**config.mk**
```make
export PLATFORM = sky130hd
export DESIGN_NAME = turnaround_sched
export DESIGN_NICKNAME = d
export VERILOG_FILES = /design/src/rtl/tat_pkg.sv /design/src/rtl/tat_cfg.sv /design/src/rtl/tat_history.sv /design/src/rtl/tat_rules.sv /design/src/rtl/tat_count.sv /design/src/rtl/turnaround_sched.sv
export SDC_FILE = /design/constraint.sdc
export NUM_CORES = 1
export LEC_CHECK = 0
export ABC_AREA = 1
export CAP_MARGIN = 20
export CORE_MARGIN = 4
export CORE_UTILIZATION = 45
export CTS_CLUSTER_DIAMETER = 60
export DETAILED_ROUTE_END_ITERATION = 16
export PLACE_DENSITY = 0.68
export SKIP_CTS_REPAIR_TIMING = 1
export SYNTH_ARGS = -nofsm -noshare
export SYNTH_HDL_FRONTEND = slang
export SYNTH_SLANG_ARGS = --single-unit
```
**constraint.sdc**
```tcl
create_clock -name clk_i -period 3.25 [get_ports clk_i]
set_input_delay 0.8125 -clock clk_i [delete_from_list [all_inputs] [get_ports clk_i]]
set_output_delay 0.8125 -clock clk_i [all_outputs]
set_load 0.05 [all_outputs]
```
**src/rtl/tat_pkg.sv**
```systemverilog
package tat_pkg;
  typedef struct packed {
    logic sync;
    logic write;
    logic mux;
  } kind_t;

  typedef enum logic [1:0] {
    SRC_ZERO  = 2'd0,
    SRC_FIXED = 2'd1,
    SRC_PROG  = 2'd2
  } src_e;

  localparam int unsigned FIX_ONE   = 1;
  localparam int unsigned FIX_TWO   = 2;
  localparam int unsigned FIX_THREE = 3;
endpackage

```
**src/rtl/tat_cfg.sv**
```systemverilog
module tat_cfg #(
  parameter int unsigned TURN_W   = 4,
  parameter int unsigned TURN_RST = 15
) (
  input  logic              clk_i,
  input  logic              rst_ni,
  input  logic              we_i,
  input  logic [TURN_W-1:0] wdata_i,
  output logic [TURN_W-1:0] turn_o
);
  logic [TURN_W-1:0] turn_q;

  always_ff @(posedge clk_i or negedge rst_ni) begin
    if (!rst_ni)   turn_q <= TURN_W'(TURN_RST);
    else if (we_i) turn_q <= wdata_i;
  end

  assign turn_o = turn_q;
endmodule

```
**src/rtl/tat_history.sv**
```systemverilog
module tat_history
  import tat_pkg::*;
#(
  parameter int unsigned BANK_W = 2
) (
  input  logic              clk_i,
  input  logic              rst_ni,
  input  logic              acc_i,
  input  kind_t             kind_i,
  input  logic [BANK_W-1:0] bank_i,
  output logic              vld_o,
  output kind_t             kind_o,
  output logic [BANK_W-1:0] bank_o,
  output logic              rd_run_o
);
  logic              vld_q;
  kind_t             kind_q;
  logic [BANK_W-1:0] bank_q;
  logic              run_q;
  logic              prev_srd, cur_srd;

  assign prev_srd = vld_q & kind_q.sync & ~kind_q.write;
  assign cur_srd  = kind_i.sync & ~kind_i.write;

  always_ff @(posedge clk_i or negedge rst_ni) begin
    if (!rst_ni) begin
      vld_q  <= 1'b0;
      kind_q <= '0;
      bank_q <= '0;
      run_q  <= 1'b0;
    end else if (acc_i) begin
      vld_q  <= 1'b1;
      kind_q <= kind_i;
      bank_q <= bank_i;
      run_q  <= prev_srd & cur_srd;
    end
  end

  assign vld_o    = vld_q;
  assign kind_o   = kind_q;
  assign bank_o   = bank_q;
  assign rd_run_o = run_q;
endmodule

```
**src/rtl/tat_rules.sv**
```systemverilog
module tat_rules
  import tat_pkg::*;
#(
  parameter int unsigned BANK_W = 2,
  parameter int unsigned TURN_W = 4
) (
  input  logic              prev_vld_i,
  input  kind_t             prev_i,
  input  logic [BANK_W-1:0] prev_bank_i,
  input  logic              rd_run_i,
  input  kind_t             next_i,
  input  logic [BANK_W-1:0] next_bank_i,
  output src_e              src_o,
  output logic [TURN_W-1:0] fix_o
);
  logic same;
  assign same = (prev_bank_i == next_bank_i);

  always_comb begin
    src_o = SRC_ZERO;
    fix_o = '0;
    if (!prev_vld_i) begin
      src_o = SRC_ZERO;
    end else if (prev_i.sync && prev_i.write) begin
      // sync write: conflicting pairs resolve to the larger count
      src_o = SRC_FIXED;
      if (next_i.sync && next_i.write && same) fix_o = TURN_W'(FIX_TWO);
      else if (next_i.sync)                    fix_o = TURN_W'(FIX_THREE);
      else                                     fix_o = TURN_W'(FIX_TWO);
    end else if (!prev_i.sync && prev_i.write) begin
      if (prev_i.mux) begin
        src_o = SRC_PROG;
      end else if (next_i.sync && next_i.write) begin
        src_o = SRC_FIXED;
        fix_o = TURN_W'(FIX_ONE);
      end else if (same) begin
        src_o = SRC_ZERO;
      end else begin
        src_o = SRC_PROG;
      end
    end else if (!prev_i.sync) begin
      if (prev_i.mux) begin
        src_o = SRC_PROG;
      end else if (!next_i.write && !same) begin
        src_o = SRC_FIXED;
        fix_o = TURN_W'(FIX_ONE);
      end
    end else begin
      if (rd_run_i && !same) begin
        src_o = SRC_FIXED;
        fix_o = TURN_W'(FIX_TWO);
      end
    end
  end
endmodule

```
**src/rtl/tat_count.sv**
```systemverilog
module tat_count #(
  parameter int unsigned TURN_W = 4
) (
  input  logic              clk_i,
  input  logic              rst_ni,
  input  logic              valid_i,
  input  logic [TURN_W-1:0] dly_i,
  output logic              ready_o
);
  typedef enum logic {ST_FREE, ST_WAIT} st_e;

  st_e               st_q;
  logic [TURN_W-1:0] cnt_q;

  always_comb begin
    ready_o = 1'b0;
    if (st_q == ST_FREE) ready_o = valid_i && (dly_i == '0);
    else                 ready_o = (cnt_q == '0);
  end

  always_ff @(posedge clk_i or negedge rst_ni) begin
    if (!rst_ni) begin
      st_q  <= ST_FREE;
      cnt_q <= '0;
    end else begin
      case (st_q)
        ST_FREE: if (valid_i && dly_i != '0) begin
          st_q  <= ST_WAIT;
          cnt_q <= dly_i - 1'b1;
        end
        default: if (cnt_q == '0) begin
          if (valid_i) st_q <= ST_FREE;
        end else begin
          cnt_q <= cnt_q - 1'b1;
        end
      endcase
    end
  end
endmodule

```
**src/rtl/turnaround_sched.sv**
```systemverilog
module turnaround_sched
  import tat_pkg::*;
#(
  parameter int unsigned BANK_W   = 2,
  parameter int unsigned TURN_W   = 4,
  parameter int unsigned TURN_RST = 15
) (
  input  logic              clk_i,
  input  logic              rst_ni,
  input  logic              cfg_we_i,
  input  logic [TURN_W-1:0] cfg_turn_i,
  input  logic              req_valid_i,
  input  logic              req_sync_i,
  input  logic              req_write_i,
  input  logic              req_mux_i,
  input  logic [BANK_W-1:0] req_bank_i,
  output logic              req_ready_o
);
  kind_t             next_kind, prev_kind;
  logic [BANK_W-1:0] prev_bank;
  logic              prev_vld, rd_run, acc;
  logic [TURN_W-1:0] turn_q, fix, dly;
  src_e              src;

  assign next_kind = '{sync: req_sync_i, write: req_write_i, mux: req_mux_i};
  assign acc       = req_valid_i & req_ready_o;

  tat_cfg #(.TURN_W(TURN_W), .TURN_RST(TURN_RST)) i_cfg (
    .clk_i, .rst_ni, .we_i(cfg_we_i), .wdata_i(cfg_turn_i), .turn_o(turn_q)
  );

  tat_history #(.BANK_W(BANK_W)) i_hist (
    .clk_i, .rst_ni, .acc_i(acc), .kind_i(next_kind), .bank_i(req_bank_i),
    .vld_o(prev_vld), .kind_o(prev_kind), .bank_o(prev_bank), .rd_run_o(rd_run)
  );

  tat_rules #(.BANK_W(BANK_W), .TURN_W(TURN_W)) i_rules (
    .prev_vld_i(prev_vld), .prev_i(prev_kind), .prev_bank_i(prev_bank),
    .rd_run_i(rd_run), .next_i(next_kind), .next_bank_i(req_bank_i),
    .src_o(src), .fix_o(fix)
  );

  always_comb begin
    case (src)
      SRC_PROG:  dly = turn_q;
      SRC_FIXED: dly = fix;
      default:   dly = '0;
    endcase
  end

  tat_count #(.TURN_W(TURN_W)) i_count (
    .clk_i, .rst_ni, .valid_i(req_valid_i), .dly_i(dly), .ready_o(req_ready_o)
  );
endmodule

```
Word level (Yosys, flattened, before mapping)
Cells that the tools add are included.
Widths: inputs -> output; s select.

cells by class
  bitwise operators = 7
  $add $sub $neg = 2
  multiplexer cells = 30
  eq/ne operators = 4
  reductions and logical operators = 16

operators with widths
  operator             number
  $mux 4               10
  $mux 2               9
  $mux 1               10
  $logic_and 1x1->1    8
  $logic_not 4->1      2
  $pmux 4 s2           1
  $sub 4x1->4 const B  2
  $and 1x1->1          5
  $reduce_bool 4->1    1
  $logic_not 1->1      3
  $eq 2x1->1 const B   1
  $eq 2x2->1           1
  $eq 2x2->1 const B   1
  $ne 2x2->1 const B   1
  $not 1->1            2
  $reduce_and 2->1     1
  $reduce_bool 2->1    1

storage, ports and cells
  logic and storage cells = 68
  bits in registers = 16

Longest topological paths before layout
Gate-level depths: netlist of run 1.

  depth in word-level cells = 15
  mapped depth = 22

Modules after synthesis
A second synthesis of run 1 with hierarchy kept.

second synthesis, totals
  cell total of the unflattened synthesis = 155
  area, all modules = 1048.5 um^2

by module, submodules not included
  module            area an instance (um^2)  times used  cells each
  tat_count         352.8                    1           50
  tat_history       269.0                    1           31
  tat_rules         182.7                    1           39
  tat_cfg           153.9                    1           17
  turnaround_sched  90.1                     1           18

Worst setup path after synthesis of run 1
OpenSTA, ideal clock, no wires.

  path kind = input to output
  start = in req_bank_i[1]
  end = out req_ready_o
  arrival = 2863 ps
  setup slack = -426 ps
  data required time = 2438 ps
  path buffers = 0
  stages = 19
  cell sequence = inv_1 > nand2_1 > nand2_1 > nand2_2 > nand2_1 > a21oi_1 > a211o_1 > nand2_1 > inv_1 > ha_1 > inv_1 > and3_1 > nand2_1 > a21oi_1 > nand2_1 > nand2_2 > nor2_2 > nand2_2 > o21ai_0

between the ends
  word-level cells in the longest chain between the ends = 14
  elaborated cells on any way between the ends = 29
  those cells by class = eq/ne (3); mux (20); reduce/logical (6)

RTL lines
  item                                      line                              source
  from (decl)                               turnaround_sched.sv:16            input logic [BANK_W-1:0] req_bank_i,
  $eq 2x2->1 (*)                            tat_rules.sv:17                   assign same = (prev_bank_i == next_bank_i);
  $logic_not 1->1                           tat_rules.sv:44, tat_rules.sv:49
  $logic_and 1x1->1                         tat_rules.sv:44                   end else if (!next_i.write && !same) begin
  $mux 1                                    tat_rules.sv:44
  $mux 2                                    tat_rules.sv:42                   if (prev_i.mux) begin
  $mux 2                                    tat_rules.sv:41                   end else if (!prev_i.sync) begin
  $mux 2                                    tat_rules.sv:30                   end else if (!prev_i.sync && prev_i.write) begin
  $mux 2                                    tat_rules.sv:24                   end else if (prev_i.sync && prev_i.write) begin
  $mux 2                                    tat_rules.sv:22                   if (!prev_vld_i) begin
  $eq 2x1->1 or $eq 2x2->1 (tied branches)  turnaround_sched.sv:44            case (src)
  $pmux 4 s2 (*)                            turnaround_sched.sv:44
  $logic_not 4->1 (*)                       tat_count.sv:17                   if (st_q == ST_FREE) ready_o = valid_i && (dly_i == '0);
  $logic_and 1x1->1 (*)                     tat_count.sv:17
  $mux 1 (*)                                tat_count.sv:17
  to (decl)                                 turnaround_sched.sv:17            output logic req_ready_o

Mark *: on every way between the ends. The rest lies on a longest branch, timed or not.

Final worst setup path of run 1
Ends and elaborated chain as after synthesis.

==> impl_summary.md, run 1 <==
Layout
The layout net count is 193. The antenna diode count is 0. After filler insertion, the fill cell instance count of the layout stands at 183. The fraction of layout instances using a drive strength above 1 is 33.52%.

Across the whole layout, storage elements account for 405.4 sq um. The relative area change from synthesis to final layout is 39.18%. The non-filler instance count after layout is 203. In the final layout, the multi-input gates occupy 556.8 sq um.

Critical path
The kind of start point of the critical path is an input port. The cell count of the worst reg-to-reg path is 24. The critical path data required time is 2.44 ns. The maximum fanout along the worst path is 3. The worst register-to-register path begins at i_hist.bank_o[1]. For the worst setup path, the data arrival time is 2.75 ns. The end of the worst register-to-register path is i_hist.rd_run_o.

The critical setup path kind is input port to output port. STA classifies the critical path endpoint as an output port. The reg2reg setup slack is 0.44 ns.

Clock tree
The clock tree from TritonCTS is yes. The worst-case clock buffer depth is 2. In this run the number of H-tree levels came out at 1. After clock tree synthesis, the clock-pin slew on the worst setup and hold paths is 0.09 ns. The latest clock arrival within the worst-skew pair is 0.29 ns. The root buffer cell chosen for the clock tree is sky130_fd_sc_hd__clkbuf_4. The number of sinks handled by clock tree synthesis is 16. Clock tree synthesis inserted a total of 3 buffers.

Logic synthesis
After Yosys synthesis, and, or, nand and nor cells account for 31.77% of the synthesized area. For this run, the register share of the synthesized area comes to 40.05%. The combinational family with the most area after synthesis is simple AND/OR/NAND/NOR gates. The synthesized netlist devotes 0.8653% of its cell area to XOR and XNOR gates. Synthesis produced a netlist whose cell count is 142.

The cell area that synthesis handed to floorplanning was 1012 sq um. Ranked by total cell area, the synthesized netlist is headed by sky130_fd_sc_hd__dfrtp_1 (30%), sky130_fd_sc_hd__nand2_1 (16%), sky130_fd_sc_hd__dfstp_2 (10%). Dividing the synthesized area by the synthesized cell count gives 7.128 sq um. The flip-flop and latch count after synthesis is 16. The cell type with the highest aggregate area in the netlist is sky130_fd_sc_hd__dfrtp_1.

The number of synthesis warnings is 0. The post-synthesis adder-cell area fraction is 3.708%. After synthesis, the share of cell area in mux cells is 1.112%. The synthesized-area fraction occupied by ao, oa, aoi and oai cells is 12.11%.

The share of the synthesized area in the top cell type is 29.67%. The number of nets in the synthesized netlist is 158. Yosys mapped the design onto 23 distinct sky130hd cell types.

Drt
The number of iterations in the first detailed-routing pass is 4. In the final routed layout, each cell accounts on average for 11.26 microns. In this run, the number of DRC markers left after iteration 0 of detailed routing was 18. Using the TritonRoute via totals, the vias-per-cell ratio works out to 4.995. The routed design has 2286 microns of wire. After detailed routing, the number of remaining DRC violations is 0. Summing over every cut layer, the via total after detailed routing is 1014. The residual antenna-violating net count after detailed routing is 0.

Global routing
The global route total overflow is 0. The number of global-route vias before repair is 942. The global-route wire length before repair is 3705 microns. The number of antenna violations at the first check in global routing is 0.

The overall track demand over capacity in global routing is 14.62%. Entering global routing, the biggest net connects 17 pins.

Pwr
The worst-case IR drop observed on VDD is 0.0005243 V. After layout, the design draws a total of 0.001347 W. Power spread over the standard cell area amounts to 955.9 nW/um^2.

For this design the static power due to leakage is 0.7347 nW.

STA
Between clock sinks in the finished design, the worst skew comes to 0.01421 ns. The hold violation total from the final report is 0. Setup repair after global routing could not meet its margin everywhere. The worst pin sits at a relative slew slack of 50.33%. The final sum of negative setup slack is -0.3154 ns.

The worst path uses 109.7% of the clock period. The highest clock rate is 280.5 MHz. Once routing completed, OpenROAD measured the worst setup slack at -0.3154 ns. The final count of pins violating max slew is 0. The final setup violation count is 1. The slew at the pin with the worst max-slew slack is 0.7427 ns. Final hold analysis gives a worst-case slack of 0.4863 ns. Subtracting the final worst setup slack from the clock period gives 3.565 ns.

Placement
The count of port buffers added during placement is 13. The placer's final routability congestion estimate is 0.8015. The worst-case setup slack after placement is -0.7940 ns. Once detailed placement completed, the half-perimeter wirelength came to 1642 microns.

The placed instance count is 194.

Floorplanning
The full die area is 3072 sq um. For this design the top-level I/O count stands at 14. The area of the core is 2042 sq um. The die is 55.43 microns wide. The die is 55.43 microns tall. The initial cell density of the core is 49.57%. Row generation in the floorplan step produced 16 rows.

Hold path
The path with the worst hold slack has its endpoint at i_cfg.turn_o[3]. The worst hold path was traced through 2 stages. The startpoint of the tightest hold check path is i_cfg.turn_o[3].

The worst min-delay path category is flip-flop to flip-flop.

Run status
The run finished, with violations left. The final reports fail on negative setup slack.

Job
The reported max-cap violation count is 0.
==> Yosys cell counts <==
| master | number |
|---|---|
| sky130_fd_sc_hd__dfstp_2 | 4 |
| sky130_fd_sc_hd__nor4_1 | 2 |
| sky130_fd_sc_hd__o21ai_0 | 8 |
| sky130_fd_sc_hd__nor3_1 | 1 |
| sky130_fd_sc_hd__nand3_1 | 9 |
| sky130_fd_sc_hd__ha_1 | 3 |
| sky130_fd_sc_hd__nand2_1 | 44 |
| sky130_fd_sc_hd__inv_1 | 23 |
| sky130_fd_sc_hd__a211o_1 | 1 |
| sky130_fd_sc_hd__buf_6 | 1 |
| sky130_fd_sc_hd__nor2_1 | 9 |
| sky130_fd_sc_hd__xor2_1 | 1 |
| sky130_fd_sc_hd__o21ai_1 | 4 |
| sky130_fd_sc_hd__nor2_2 | 2 |
| sky130_fd_sc_hd__dfrtp_1 | 12 |
| sky130_fd_sc_hd__a21oi_1 | 4 |
| sky130_fd_sc_hd__nand3_2 | 1 |
| sky130_fd_sc_hd__nand2_2 | 5 |
| sky130_fd_sc_hd__mux2_2 | 1 |
| sky130_fd_sc_hd__o211ai_1 | 1 |
| sky130_fd_sc_hd__inv_2 | 2 |
| sky130_fd_sc_hd__o21ai_2 | 3 |
| sky130_fd_sc_hd__and3_1 | 1 |
==> sequential cells by signal (all words and copies together), names as in the netlist <==
signal           count
i_hist.rd_run_o      1
i_cfg.turn_o         4
i_hist.bank_o        2
i_hist.vld_o         1
i_count.cnt_q        4
i_hist.kind_o        3
i_count.st_q         1
==> layer usage <==
metal	track usage, %	share of wire [%]	wire length [microns]	vias to the layer above
met5	0	0	0	-
met3	2.797	3.8	86	7
met4	5.903	2.1	48	0
li1	-	-	-	515
met2	25.68	50	1133	19
met1	17.29	45	1018	473
==> metrics by stage <==
step	instance area (sq um)	utilization (%)
after floorplan	1023	-
after global placement	1284	62.87
after detailed placement	1284	62.87
after CTS	1310	64.15
after global routing	1409	69.00
final	1409	69.00
==> critical path, stage by stage <==
cell and delay [ns]:
sky130_fd_sc_hd__buf_8 0.10, sky130_fd_sc_hd__inv_2 0.04, sky130_fd_sc_hd__nand2_1 0.04, sky130_fd_sc_hd__nand2_1 0.07
sky130_fd_sc_hd__nand2_2 0.07, sky130_fd_sc_hd__nand2_2 0.09, sky130_fd_sc_hd__a21oi_2 0.05, sky130_fd_sc_hd__a211o_1 0.24
sky130_fd_sc_hd__nand2_2 0.07, sky130_fd_sc_hd__inv_2 0.05, sky130_fd_sc_hd__ha_4 0.26, sky130_fd_sc_hd__inv_4 0.03
sky130_fd_sc_hd__and3_4 0.14, sky130_fd_sc_hd__nand2_2 0.05, sky130_fd_sc_hd__a21oi_2 0.03, sky130_fd_sc_hd__nand2_1 0.09
sky130_fd_sc_hd__nand2_2 0.07, sky130_fd_sc_hd__nor2_2 0.11, sky130_fd_sc_hd__nand2_2 0.08, sky130_fd_sc_hd__o21ai_4 0.08
sky130_fd_sc_hd__buf_12 0.15
==> power breakdown <==
group / total [W] / switching [W] / internal (W)
Combinational: 0.000889 / 0.000484 / 0.000405
Sequential: 0.000342 / 0.0000626 / 0.000279
Clock: 0.000116 / 0.0000680 / 0.0000476
==> cell usage in the layout (no fill, tap or decap), types with 2 or more instances in the layout <==
cell,n
sky130_fd_sc_hd__buf_4,17
sky130_fd_sc_hd__clkbuf_4,3
sky130_fd_sc_hd__clkdlybuf4s50_1,8
sky130_fd_sc_hd__a21oi_2,3
sky130_fd_sc_hd__nor2_1,9
sky130_fd_sc_hd__nor4_1,2
sky130_fd_sc_hd__inv_2,6
sky130_fd_sc_hd__o21ai_2,3
sky130_fd_sc_hd__ha_1,2
sky130_fd_sc_hd__nor2_2,2
sky130_fd_sc_hd__nand2_1,38
sky130_fd_sc_hd__buf_6,2
sky130_fd_sc_hd__dfstp_2,4
sky130_fd_sc_hd__nand2_2,11
sky130_fd_sc_hd__dfrtp_1,12
sky130_fd_sc_hd__o21ai_0,7
sky130_fd_sc_hd__inv_1,18
sky130_fd_sc_hd__o21ai_1,4
sky130_fd_sc_hd__dlymetal6s2s_1,2
sky130_fd_sc_hd__nand3_1,9
==> final cells by class <==
cell class	count	area share, %
Clock buffer	4	1.865
Timing Repair Buffer	31	20.60
Multi-Input combinational cell	100	39.52
Tap cell	27	2.398
Inverter	25	6.838
Sequential cell	16	28.77
==> cell families after synthesis <==
group                    count (synthesis)
adder cells (fa/ha/maj)                  3
AO/OA/AOI/OAI                           21
flip-flops                              16
XOR/XNOR                                 1
buffers and inverters                   26
multiplexers                             1
AND/OR/NAND/NOR                         74
==> worst max path at each step <==
| stage | cells after the start | slack [ns] | end | start |
|---|---|---|---|---|
| 2_1_floorplan | 19 | -0.07 | req_ready_o | req_bank_i[1] |
| 5_1_grt | 21 | -0.48 | req_ready_o | req_bank_i[1] |
| 6_report | 21 | -0.32 | req_ready_o | req_bank_i[1] |
| 3_3_place_gp | 20 | -0.73 | req_ready_o | req_bank_i[1] |
| 4_1_cts | 20 | -0.80 | req_ready_o | req_bank_i[1] |
| 3_5_place_dp | 20 | -0.79 | req_ready_o | req_bank_i[1] |
Note: power is estimated with default switching activity, not from simulation.
==> run 2, diff against run 1 <==
CELL_PAD_IN_SITES_DETAIL_PLACEMENT = 0   (was not set)
CELL_PAD_IN_SITES_GLOBAL_PLACEMENT = 1   (was not set)
CORE_UTILIZATION = 34   (was 45)
CTS_BUF_LIST = sky130_fd_sc_hd__clkbuf_16   (was not set)
PLACE_DENSITY = 0.71   (was 0.68)
==> run 2 against run 1 <==
  * The run still ends with negative setup slack left
  * Clock skew down 0.012 ns
  * Largest power group unchanged
  * Critical endpoint unchanged
  * Non-clock buffer count is 2 lower
  * First-iteration DRC count grew 78%
  * Fmax down 0.70%
  * Power rose by 6.9%
  * Combinational power is 3.7% lower
  * Count of clock-buffer cells in the layout decreased by 1
  * Wire length shrank 7.0%
  * Sequential power hardly changed
==> impl_summary.md, run 2 (synthesized netlist as in run 1, its figures left out) <==
Pwr
The maximum ir drop on the vdd rail is 0.0004060 V (-23%). The ratio of total power to cell area is 994.4 nW/um^2 (+4.0%). The reported leakage power is 0.7485 nW (+1.9%).

Critical path
The critical setup path kind is input port to output port. The arrival time of data at the critical path endpoint was 2.78 ns (+0.03 ns). The kind of start point of the critical path is an input port. The kind of capture point of the worst setup path is an output port. The cell type group with the largest total delay on the critical path is simple AND/OR/NAND/NOR gates. The worst path buffer plus inverter count is 5 (unchanged). The critical path's slowest cell is sky130_fd_sc_hd__a211o_1. The longest individual stage delay on the worst path is 0.27 ns (about the same). The critical path data required time is 2.44 ns (about the same). The maximum fanout along the worst path is 4 (+1). The library cell appearing most often on the critical path is sky130_fd_sc_hd__nand2_2. Traced cell by cell, the critical path runs through buf_6 -> inv_2 -> nand2_1 -> nand2_1 -> nand2_2 -> nand2_2 -> a21oi_2 -> a211o_1 -> nand2_2 -> inv_2 -> ha_4 -> inv_4 -> and3_4 -> nand2_2 -> a21oi_2 -> nand2_2 -> nand2_2 -> nor2_2 -> nand2_2 -> o21ai_4 -> buf_12.

STA
The slew at the pin with the worst max-slew slack is 0.7150 ns (-0.02766 ns). The final setup violation count is 1 (unchanged). The post-layout minimum cycle time is 3.590 ns (+0.02500 ns).

The post-layout worst setup margin came to -0.3404 ns (-0.02500 ns). The final count of pins violating max slew is 0 (unchanged). Setup repair after global routing could not meet its margin everywhere. The worst relative slew slack was 52.18% (+1.9 points).

The share of the clock period used by the worst path after layout came to 110.5% (+0.77 points). The worst hold slack after final layout is 0.4911 ns (+0.004809 ns). The highest clock rate is 278.5 MHz (-0.70%).

The hold violation total from the final report is 0 (unchanged). The setup clock skew after layout is 0.001781 ns (-0.01243 ns).

Layout
The layout net count is 191 (-1.0%). The fraction of layout instances using a drive strength above 1 was 33.33% (-0.19 points). The area of combinational cells with multiple inputs is 560.5 sq um (+0.67%).

The antenna diode count is 0 (unchanged). The area taken by flip-flops and latches is 405.4 sq um (unchanged). Leaving out fill and tap cells, the most frequent cell in the layout is sky130_fd_sc_hd__nand2_1. The number of filler instances in the final layout is 280 (+53%).

The library cells used most frequently in the layout, excluding fill and tap cells, are sky130_fd_sc_hd__nand2_1 (35), sky130_fd_sc_hd__inv_1 (19), sky130_fd_sc_hd__buf_4 (16). The final cell utilization of the core was 51.61% (-17 points). From synthesis to final layout, the design area changed by 43.02%.

Clock tree
The CTS buffer count is 3 (unchanged). The clock tree from TritonCTS is yes. The worst-case clock buffer depth is 2 (unchanged). The clock-pin slew of the registers on the worst-case setup and hold paths came to 0.05 ns (-0.04 ns).

The latest clock arrival within the worst-skew pair is 0.25 ns (-0.04 ns). The total number of H-tree levels was 1 (unchanged). The number of sinks handled by clock tree synthesis is 16 (unchanged). The root buffer cell is sky130_fd_sc_hd__clkbuf_16.

Hold path
The worst hold path belongs to the class flip-flop to flip-flop.

Global routing
The overall track demand over capacity in global routing was 11.50% (-3.1 points). The number of antenna violations at the first check in global routing is 0 (unchanged). The global route total overflow was 0 (unchanged).

The number of global-route vias before repair came to 856 (-9.1%). The pin count of the biggest net entering global routing came to 17 (unchanged). The global-route wire length before repair came to 3601 microns (-2.8%).

Drt
The violation count after the first detailed-route iteration is 32 (+14). The via density per instance is 4.654 (-6.8%). The routed length per instance is 10.38 microns (-7.9%). The number of iterations in the first detailed-routing pass is 4 (unchanged). The DRC violation count after routing was 0 (unchanged). The final routed wirelength across all metal layers came to 2127 microns (-7.0%).

The residual antenna-violating net count after detailed routing was 0 (unchanged). The via count is 954 (-5.9%).

Floorplanning
The count of standard-cell rows is 19 (+3). The initial cell density of the core came to 36.08% (-13 points). The number of ports placed on the die boundary is 14 (unchanged). The chip width came to 62.56 microns (+13%). The area of the core is 2805 sq um (+37%). The full die area is 3914 sq um (+27%). The die height is 62.56 microns (+13%).

Run status
The final reports fail on negative setup slack. The run finished, with violations left.

Placement
The count of port buffers added during placement is 13 (unchanged). The placer's final routability congestion estimate is 0.7803 (-2.6%). The placed wire-length estimate after detailed placement is 1647 microns (+0.30%).

Job
The reported max-cap violation count is 0 (unchanged).
[run 2: worst reg2reg max path: cells and delay by family (launching register included)]
family,cells,cell delay [ns]
AOI/OAI and AO/OA,4,0.50
DFF,1,0.38
buffers and inverters,4,0.30
adders and majority gates,2,0.41
and+or+nand+nor,11,0.90
xor gates and xnor gates,1,0.16
[run 2: final cells by class]
class,instances,area share (%)
Clock buffer,3,5.186
Tap cell,31,2.679
Inverter,25,6.655
Clock inverter,1,0.2593
Sequential cell,16,28.00
Timing Repair Buffer,29,18.50
Multi-Input combinational cell,100,38.72
[run 2: stage by stage]
stage                     cell area (sq um)  setup TNS (ns)   power, W  worst slack (ns)  cells
after detailed placement               1304          -4.378   0.001114           -0.7758    200
after global placement                 1304          -3.763   0.001094           -0.7264    200
after CTS                              1383          -1.594   0.001363           -0.7842    204
after floorplan                        1023        -0.07180  0.0008659          -0.07180    142
final                                  1448         -0.3404   0.001440           -0.3404    205
after global routing                   1448         -0.4850   0.001594           -0.4850    205
[run 2: path summary, 6_finish.rpt]
kind / startpoint / to / slack [ns] / depth (start not counted)
setup / recovery: req_bank_i[1] / req_ready_o / -0.34 / 21
hold / removal: i_cfg.turn_o[3] / i_cfg.turn_o[3] / 0.49 / 2
setup reg to reg: i_hist.bank_o[1] / i_count.cnt_q[2] / 0.48 / 22
hold reg to reg: i_cfg.turn_o[3] / i_cfg.turn_o[3] / 0.49 / 2
max in group asynchronous: rst_ni / i_hist.bank_o[1] / 1.80 / 1
min in group asynchronous: rst_ni / i_hist.rd_run_o / 1.00 / 1
[run 2: layer usage]
| layer | GRT usage (%) | up-vias | share of wire (%) |
|---|---|---|---|
| met4 | 4.132 | 0 | 1.5 |
| met2 | 17.71 | 13 | 45 |
| met1 | 15.09 | 422 | 48 |
| met5 | 0 | - | 0 |
| met3 | 3.597 | 5 | 5.0 |
| li1 | - | 514 | - |
[run 2: where the power goes]
group          switching, W  internal, W  leakage, nW
Combinational      0.000467     0.000389        0.527
Sequential        0.0000624     0.000280        0.183
Clock             0.0000776     0.000163       0.0385
Total              0.000607     0.000832        0.749
==> run 3, diff against run 2 <==
CORE_MARGIN = not set   (was 4)
RECOVER_POWER = 100   (was not set)
==> run 3 against run 2 <==
  * The flow still finishes with violations (negative setup slack)
  * Non-clock buffer count unchanged
  * Clock power about the same
  * Largest power group unchanged
  * Register-to-register slack improved by 0.08 ns
==> impl_summary.md, run 3 (synthesized netlist as in run 1, its figures left out) <==
Run status
The run finished, with violations left. The checks that failed: negative setup slack.

Global routing
The global route total overflow is 0 (unchanged). The number of antenna violations at the first check in global routing came to 0 (unchanged). The global-route wire length before repair is 3650 microns (+1.4%). The number of global-route vias before repair was 897 (+4.8%). The overall track demand over capacity in global routing is 14.55% (+3.0 points). The pin count of the biggest net entering global routing is 17 (unchanged).

STA
The final setup violation count came to 1 (unchanged). The worst relative slew slack is 50.14% (-2.0 points). The share of the clock period used by the worst path after layout is 109.7% (-0.75 points).

The final count of pins violating max slew was 0 (unchanged). The slew at the pin with the worst max-slew slack came to 0.7455 ns (+0.03049 ns). Setup repair after global routing could not meet its margin everywhere. The post-layout worst setup margin is -0.3159 ns (+0.02445 ns). The hold violation total from the final report is 0 (unchanged).

The highest clock rate is 280.4 MHz (+0.69%). The setup clock skew after layout was 0.003388 ns (+0.001607 ns). The post-layout minimum cycle time is 3.566 ns (-0.02445 ns).

Layout
The relative area change from synthesis to final layout is 42.89% (about the same). The library cell used most frequently in the layout, excluding fill and tap cells, is sky130_fd_sc_hd__nand2_1. The final cell utilization of the core came to 52.00% (+0.40 points).

The antenna diode count is 0 (unchanged). The fraction of layout instances using a drive strength above 1 was 32.18% (-1.1 points). The layout net count is 191 (unchanged). The non-filler instance count after layout is 205 (unchanged). The number of filler instances in the final layout is 268 (-4.3%).

Leaving out fill and tap cells, the most frequent cells in the layout are sky130_fd_sc_hd__nand2_1 (39), sky130_fd_sc_hd__inv_1 (19), sky130_fd_sc_hd__buf_4 (16).

Clock tree
TritonCTS built the clock tree. The latest clock arrival within the worst-skew pair is 0.25 ns (about the same). The CTS buffer count is 3 (unchanged). The worst-case clock buffer depth is 2 (unchanged). The number of sinks handled by clock tree synthesis is 16 (unchanged). The root buffer cell is sky130_fd_sc_hd__clkbuf_16. The total number of H-tree levels was 1 (unchanged). The clock-pin slew of the registers on the worst-case setup and hold paths was 0.05 ns (about the same).

Hold path
In this run the worst hold path is classified as flip-flop to flip-flop. The worst hold path stage count came to 2 (unchanged). The worst hold endpoint is i_hist.rd_run_o. The startpoint of the tightest hold check path is i_hist.rd_run_o.

Floorplanning
The full die area is 3199 sq um (-18%). The die height was 56.56 microns (-9.6%). The chip width is 56.56 microns (-9.6%).

The number of ports placed on the die boundary is 14 (unchanged). The area of the core is 2781 sq um (-0.85%). The count of standard-cell rows is 19 (unchanged). The initial cell density of the core came to 36.39% (+0.31 points).

Pwr
The total internal power was 0.0008240 W (-1.0%). The maximum ir drop on the vdd rail is 0.0006076 V (+50%). The switching power total is 0.0006033 W (-0.62%). The clock network power share is 17.0% (+0.3 points). The reported leakage power came to 0.7479 nW (about the same). The sequential group share of total power is 24.2% (+0.4 points). The ratio of total power to cell area is 986.8 nW/um^2 (-0.77%). The fraction of power consumed by combinational cells came to 58.7% (-0.8 points). The fraction of power spent switching nets was 42.27% (+0.10 points).

Placement
The placed instance count was 201 (+0.50%). The placed wire-length estimate after detailed placement was 1583 microns (-3.9%). The count of port buffers added during placement is 13 (unchanged). The placer's final routability congestion estimate is 0.7360 (-5.7%).

Drt
The final routed wirelength across all metal layers came to 2094 microns (-1.6%). The residual antenna-violating net count after detailed routing came to 0 (unchanged). The routed length per instance is 10.21 microns (-1.6%). The via count is 951 (-0.31%). The number of iterations in the first detailed-routing pass is 4 (unchanged).

The violation count after the first detailed-route iteration was 19 (-41%). The via density per instance is 4.639 (-0.31%). The DRC violation count after routing is 0 (unchanged).

Critical path
The critical path data required time is 2.44 ns (about the same). The reg2reg setup slack is 0.56 ns (+0.08 ns). STA classifies the critical path startpoint as an input port.

The maximum fanout along the worst path was 3 (-1). The worst setup path is of the input port to output port kind. The worst register-to-register path begins at i_hist.bank_o[0]. The arrival time of data at the critical path endpoint was 2.75 ns (-0.03 ns). The worst register-to-register path ends at i_hist.kind_o[0]. The worst setup path is captured at an output port. The cell count of the worst reg-to-reg path is 23 (+4.5%).

Job
The reported max-cap violation count is 0 (unchanged).
[run 3: cell count changes in the layout (fill, tap and decap cells not counted), sizes merged]
cell           change
clkdlybuf4s50      -2
dlygate4sd3        +2
[run 3: per-stage QoR]
step	total power (W)	setup TNS, ns	setup slack (ns)	cell area (sq um)	hold WS [ns]
after global routing	0.001579	-0.4601	-0.4601	1446	0.5158
final	0.001427	-0.3159	-0.3159	1446	0.4875
after floorplan	0.0008659	-0.07180	-0.07180	1023	0.4494
after detailed placement	0.001108	-3.938	-0.7688	1311	0.4736
after global placement	0.001098	-3.276	-0.7086	1311	0.4755
after CTS	0.001361	-1.286	-0.7846	1390	0.4864
[run 3: worst max path at each step]
| stage | start | endpoint | slack (ns) | cells past startpoint |
|---|---|---|---|---|
| global placement | req_bank_i[1] | req_ready_o | -0.71 | 20 |
| finish | req_bank_i[1] | req_ready_o | -0.32 | 21 |
| floorplan | req_bank_i[1] | req_ready_o | -0.07 | 19 |
| global route | req_bank_i[0] | req_ready_o | -0.46 | 21 |
| CTS | req_bank_i[1] | req_ready_o | -0.78 | 20 |
| detailed placement | req_bank_i[1] | req_ready_o | -0.77 | 20 |
[run 3: worst max-delay path: stages]
cell	delay [ns]
sky130_fd_sc_hd__buf_6	0.10
sky130_fd_sc_hd__inv_2	0.04
sky130_fd_sc_hd__nand2_1	0.04
sky130_fd_sc_hd__nand2_1	0.07
sky130_fd_sc_hd__nand2_2	0.07
sky130_fd_sc_hd__nand2_2	0.09
sky130_fd_sc_hd__a21oi_2	0.06
sky130_fd_sc_hd__a211o_1	0.28
sky130_fd_sc_hd__nand2_2	0.08
sky130_fd_sc_hd__inv_2	0.05
sky130_fd_sc_hd__ha_4	0.26
sky130_fd_sc_hd__inv_4	0.03
sky130_fd_sc_hd__and3_4	0.14
sky130_fd_sc_hd__nand2_2	0.05
sky130_fd_sc_hd__a21oi_2	0.03
sky130_fd_sc_hd__nand2_1	0.09
sky130_fd_sc_hd__nand2_2	0.07
sky130_fd_sc_hd__nor2_2	0.11
sky130_fd_sc_hd__nand2_2	0.08
sky130_fd_sc_hd__o21ai_4	0.07
sky130_fd_sc_hd__buf_12	0.15
[run 3: power groups by stage]
stage	Clock, W	Combinational (W)	Sequential (W)
after floorplan	0	0.000539	0.000327
after CTS	0.000250	0.000771	0.000340
final	0.000243	0.000838	0.000346
after global routing	0.000261	0.000962	0.000356
after global placement	0	0.000755	0.000343
after detailed placement	0	0.000766	0.000343
[run 3: final cells by class]
cell class | instances | area, sq um | share of cell area, %
inverter | 25 | 96.34 | 6.661
clock inverter | 1 | 3.754 | 0.2595
clock buffer | 3 | 75.07 | 5.190
multi-input combinational | 100 | 559.3 | 38.67
sequential | 16 | 405.4 | 28.03
tap | 31 | 38.79 | 2.682
timing repair buffer | 29 | 267.8 | 18.51
[run 3: metal layers]
metal	vias up	track usage (%)	wire (microns)
li1	514	-	-
met5	-	0	0
met4	0	5.226	34
met1	421	19.86	1073
met2	12	22.35	916
met3	4	3.456	68
